--- src/rtl/psw_pkg.sv ---
package psw_pkg;
    parameter int M_W     = 9;
    parameter int A_W     = 4;
    parameter int PRE_LO  = 10;
    parameter int PRE_HI  = PRE_LO + 1;
    parameter int PRE_W   = $clog2(PRE_HI);
    parameter int RATIO_W = $clog2(PRE_HI * (2 ** M_W) + 1);

    // setting as presented on the ports
    typedef struct packed {
        logic           byp;
        logic [M_W-1:0] m;
        logic [A_W-1:0] a;
    } psw_cfg_t;

    // setting held for the cycle in progress (swallow count lives in its counter)
    typedef struct packed {
        logic           byp;
        logic [M_W-1:0] m;
    } psw_act_t;

    function automatic logic [RATIO_W-1:0] psw_ratio(input psw_cfg_t c);
        int r;
        if (c.byp) r = int'(c.m) + 1;
        else       r = PRE_LO * (int'(c.m) + 1) + int'(c.a);
        return RATIO_W'(r);
    endfunction

    function automatic logic psw_cfg_bad(input psw_cfg_t c);
        return !c.byp && (int'(c.a) > int'(c.m) + 1);
    endfunction
endpackage

--- src/rtl/psw_prescaler.sv ---
module psw_prescaler
    import psw_pkg::*;
(
    input  logic clk,
    input  logic rst,
    input  logic bypass,
    input  logic swallow,
    output logic tick
);
    logic [PRE_W-1:0] pcnt;
    logic [PRE_W-1:0] last;

    always_comb begin
        last = swallow ? PRE_W'(PRE_HI - 1) : PRE_W'(PRE_LO - 1);
    end

    assign tick = bypass | (pcnt == last);

    always_ff @(posedge clk) begin
        if (rst || bypass || tick) pcnt <= '0;
        else                       pcnt <= pcnt + 1'b1;
    end
endmodule

--- src/rtl/psw_counters.sv ---
module psw_counters
    import psw_pkg::*;
(
    input  logic           clk,
    input  logic           rst,
    input  logic           tick,
    input  logic [M_W-1:0] act_m,
    input  logic [A_W-1:0] nxt_a,
    output logic           swallow,
    output logic           wrap
);
    logic [M_W-1:0] mcnt;
    logic [A_W-1:0] acnt;

    assign wrap    = tick && (mcnt == act_m);
    assign swallow = (acnt != '0);

    always_ff @(posedge clk) begin
        if (rst)       mcnt <= '0;
        else if (wrap) mcnt <= '0;
        else if (tick) mcnt <= mcnt + 1'b1;
    end

    always_ff @(posedge clk) begin
        if (rst || wrap)         acnt <= nxt_a;
        else if (tick && swallow) acnt <= acnt - 1'b1;
    end
endmodule

--- src/rtl/psw_divider.sv ---
module psw_divider
    import psw_pkg::*;
(
    input  logic           clk,
    input  logic           rst,
    input  logic [M_W-1:0] div_m,
    input  logic [A_W-1:0] div_a,
    input  logic           bypass,
    output logic           fp,
    output logic           cfg_err
);
    psw_cfg_t cfg_in;
    psw_act_t act_q;
    logic     tick;
    logic     swallow;
    logic     wrap;
    logic     fp_q;

    assign cfg_in  = '{byp: bypass, m: div_m, a: div_a};
    assign cfg_err = psw_cfg_bad(cfg_in);

    // setting is taken in only at reset or at a cycle boundary
    always_ff @(posedge clk) begin
        if (rst || wrap) act_q <= '{byp: cfg_in.byp, m: cfg_in.m};
    end

    always_ff @(posedge clk) begin
        if (rst) fp_q <= 1'b0;
        else     fp_q <= wrap;
    end

    assign fp = fp_q;

    psw_prescaler u_pre (
        .clk     (clk),
        .rst     (rst),
        .bypass  (act_q.byp),
        .swallow (swallow),
        .tick    (tick)
    );

    psw_counters u_cnt (
        .clk     (clk),
        .rst     (rst),
        .tick    (tick),
        .act_m   (act_q.m),
        .nxt_a   (cfg_in.a),
        .swallow (swallow),
        .wrap    (wrap)
    );
endmodule

--- config.mk ---
export PLATFORM = sky130hd
export DESIGN_NAME = psw_divider
export DESIGN_NICKNAME = d
export VERILOG_FILES = /design/src/rtl/psw_pkg.sv /design/src/rtl/psw_prescaler.sv /design/src/rtl/psw_counters.sv /design/src/rtl/psw_divider.sv
export SDC_FILE = /design/constraint.sdc
export NUM_CORES = 1
export LEC_CHECK = 0
export ABC_AREA = 1
export BUFFER_PORTS_ARGS = -buffer_cell sky130_fd_sc_hd__buf_4
export CAP_MARGIN = 30
export CORE_ASPECT_RATIO = 1.2
export CORE_MARGIN = 1
export CORE_UTILIZATION = 57
export CTS_CLUSTER_DIAMETER = 40
export DETAILED_ROUTE_END_ITERATION = 16
export MAX_ROUTING_LAYER = met4
export PLACE_DENSITY = 0.83
export SYNTH_ARGS = -nofsm -noshare
export SYNTH_HDL_FRONTEND = slang
export SYNTH_SLANG_ARGS = --single-unit
--- constraint.sdc ---
create_clock -name clk -period 2 [get_ports clk]
set_input_delay 0.3 -clock clk [delete_from_list [all_inputs] [get_ports clk]]
set_output_delay 0.3 -clock clk [all_outputs]
set_load 0.1 [all_outputs]
==> flow_metrics.tcl <==
set metrics [dict create \
    dp_slack_ns -0.0875 \
    utilization_pct 71.8 \
    min_period_ns 2.01 \
    crit_slowest_cell "ha_1" \
    reg2reg_slack_ns 0.24 \
    reg2reg_from "u_cnt.acnt[0]$_DFFE_PP_" \
    syn_to_final_growth_pct 16.8 \
    synth_top_family_by_area "simple AND/OR/NAND/NOR gates" \
    vias_per_cell 5.09 \
    cts.htree.levels 1 \
    rr_worst_depth 8 \
    vias 1282 \
    end_kind "output pin" \
    fmax_mhz 497 \
    drt-met1-wl_mm 1.25 \
    hold_viol_final 0 \
    synth-simple-area-share_pct 27.9 \
    wl_per_cell_um 11.4 \
    vdd_drop_max_mv 0.563 \
    cts_tree "done" \
    min_to "fp$_SDFF_PP0_" \
    leakage_nw 0.841 \
    syn_nets 222 \
    ys_seq_elements 28 \
    placementRows 20 \
    io_pins 18 \
    slew_headroom_pct 79.8 \
    hold_path_class "in2reg" \
    syn_area_um2 1600 \
    clockBufferDepth 2 \
    min_from "rst" \
    setup_slack_ns -0.0109 \
    hold_path_depth 2 \
    place_inst 248 \
    crit_type "in2out" \
    multi_input_area_um2 795 \
    core_region_area_um2 2600 \
    power_mw 1.09 \
    syn_avg_cell_area_um2 8.08 \
    ys_seq_area_share_pct 43.8 \
    ant_nets 0 \
    fp.dieW_um 50.4 \
    path_buf_inv 3 \
    drc_errors 0 \
    p_per_area_nw_per_um2 586 \
    grt_pass1_vias 1250 \
    cap_viol_max_count 0 \
    num_antenna_cells 0 \
    dpl.hpwl_mm 2.11 \
    status "finished, violations left" \
    path_depth 9 \
    gp_congestion 0.787 \
    drt-initial-drc-count 37 \
    dr_wl_met2_mm 1.44 \
    fin_cells 252 \
    synth_cells 198 \
    crit_family "buffers and inverters" \
    clk_pin_slew_worst_paths_ns 0.14 \
    arrival_ns 1.71 \
    fp.dieH_um 60.0 \
    grt_max_degree 23 \
    tightest_slew_ns 0.302 \
    cts_num_sinks 28 \
    drv_slew 0 \
    slowest_delay_ns 0.32 \
    yosysUniqueCellTypes 26 \
    grt.total_usage_pct 21.8 \
    start_kind "input pin" \
    drt_pass1_iterations 4 \
    clk_latency_ns 0.32 \
    grt_first_pass_wirelength_mm 4.84 \
    dr_wl_met3_um 84 \
    path_cells "buf_4, buf_6, nand3_4, xor2_1, ha_1, nand4_1, o2111ai_2, nor2_4, buf_12" \
    synth-adder-area-share_pct 6.26 \
    cts-buffers-inserted 3 \
    yosys_warnings 0 \
    highest_layer "met4" \
    setup_viol 1 \
    gr-total-overflow 0 \
    fill_cells 191 \
    root_buffer "clkbuf_4" \
    antenna_found_initial 0 \
    setup-tns-final_ns -0.0109 \
    period_share_pct 101 \
    crit_required_ns 1.70 \
    die_area_um2 3020 \
    violations "negative setup slack" \
    synth_compound_area_share_pct 3.36 \
    crit_path_max_fanout 3 \
    rr_endpoint "act_q[8]$_DFFE_PP_" \
    final_layout_size_suffix_gt1_share_pct 17.8 \
    skew_ns 0.00217 \
    synth_xor_area_share_pct 8.76 \
    layout.nets 245 \
    portBuffers 17 \
    ff_latch_area_um2 701 \
    totalWireLength_mm 2.87 \
    muxShareOfSynthArea_pct 0 \
    start_util_pct 61.4 \
]
[how the worst max path moves through the flow]
stage,startpoint,end,slack [ns]
after floorplan,div_m[0],cfg_err,0.008
after global placement,div_m[0],cfg_err,-0.04
after detailed placement,div_m[0],cfg_err,-0.09
after CTS,div_m[1],cfg_err,0.002
after global routing,div_m[1],cfg_err,-0.05
final,div_m[0],cfg_err,-0.01
[report_power, final]
group	internal [mW]	total, mW	switching, mW
sequential	0.638	0.659	0.0209
clock	0.0707	0.230	0.159
combinational	0.0931	0.205	0.112
total	0.802	1.09	0.293
[worst reg2reg max path: stages, from the launching register on]
cell,delay (ns)
edfxtp_1,0.43
inv_1,0.10
ha_1,0.22
nand2_1,0.09
nand2_1,0.06
nand3_1,0.07
nand2_2,0.10
nand3_4,0.13
nand2_4,0.26
[cell families (layout without fill, tap and decap cells)]
kind of cell             after synthesis  count (layout)
buffers and inverters                 38              59
AND/OR/NAND/NOR                       99              99
flip-flops                            28              28
adder cells (fa/ha/maj)                8               8
AO/OA/AOI/OAI                          9               9
XOR/XNOR                              16              16
[Yosys cell counts]
| cell type | count | area share, % |
|---|---|---|
| edfxtp_1 | 14 | 26 |
| a21oi_1 | 2 | 0.63 |
| nand4_1 | 2 | 0.78 |
| buf_4 | 1 | 0.47 |
| nor3b_1 | 1 | 0.47 |
| nand3_4 | 1 | 1.1 |
| a21o_1 | 1 | 0.47 |
| buf_8 | 1 | 0.94 |
| nand2_4 | 2 | 1.4 |
| clkbuf_2 | 1 | 0.31 |
| nand2_2 | 2 | 0.78 |
| nor2_2 | 2 | 0.78 |
| o21bai_1 | 1 | 0.47 |
| nor3_1 | 2 | 0.63 |
| inv_1 | 34 | 8.0 |
| inv_2 | 1 | 0.23 |
| o2111ai_1 | 1 | 0.55 |
| nand2_1 | 48 | 11 |
| or2_0 | 1 | 0.39 |
| xor2_1 | 10 | 5.5 |
| o21ai_0 | 4 | 1.3 |
| ha_1 | 8 | 6.3 |
| nor2_1 | 21 | 4.9 |
| nand3_1 | 17 | 5.3 |
| xnor2_1 | 6 | 3.3 |
| dfxtp_1 | 14 | 18 |
[sequential cells by signal (all words and copies together) (netlist names)]
register    count
act_q          10
u_cnt.mcnt      9
u_cnt.acnt      4
u_pre.pcnt      4
fp              1
[placed cells by master, fill, tap and decap left out]
cell type / instances
nand2_1: 48
inv_1: 33
nor2_1: 20
buf_4: 18
nand3_1: 16
edfxtp_1: 14
dfxtp_1: 14
xor2_1: 10
xnor2_1: 6
ha_1: 6
o21ai_0: 4
clkbuf_4: 3
inv_2: 2
nor2_2: 2
nand2_2: 2
nand3_4: 2
nand2_4: 2
nand4_1: 2
nor3_1: 2
ha_4: 2
buf_6: 2
or2_0: 1
o21bai_1: 1
a21o_1: 1
a21oi_2: 1
nor3b_1: 1
o2111ai_2: 1
nor2_4: 1
a21oi_1: 1
buf_12: 1
[timing repair]
item / CTS / global route
resized for setup: 3 / 10
endpoints found under the hold margin: 0 / 0
buffers inserted: 0 / 1
pin swaps: 0 / 9
endpoints found under the setup margin: 1 / 1
hold buffers: 0 / 0
[layout make-up]
| type | instances | area share, % |
|---|---|---|
| Clock buffer | 3 | 1.21 |
| Inverter | 35 | 7.03 |
| Multi-Input combinational cell | 132 | 42.5 |
| Sequential cell | 28 | 37.5 |
| Tap cell | 33 | 2.21 |
| Timing Repair Buffer | 21 | 9.51 |
[metrics by stage]
stage	cell area, um^2	hold slack (ns)
4_1_cts	1800	0.112
2_1_floorplan	1610	0.372
3_3_place_gp	1770	0.451
3_5_place_dp	1770	0.469
6_report	1870	0.115
5_1_grt	1870	0.101
[routing by layer]
layer / vias to the layer above / global-route usage (%)
li1: 663 / -
met3: 9 / 2.54
met2: 27 / 37.0
met5: - / -
met1: 583 / 24.5
met4: 0 / 13.5
Note: power is estimated with default switching activity, not from simulation.
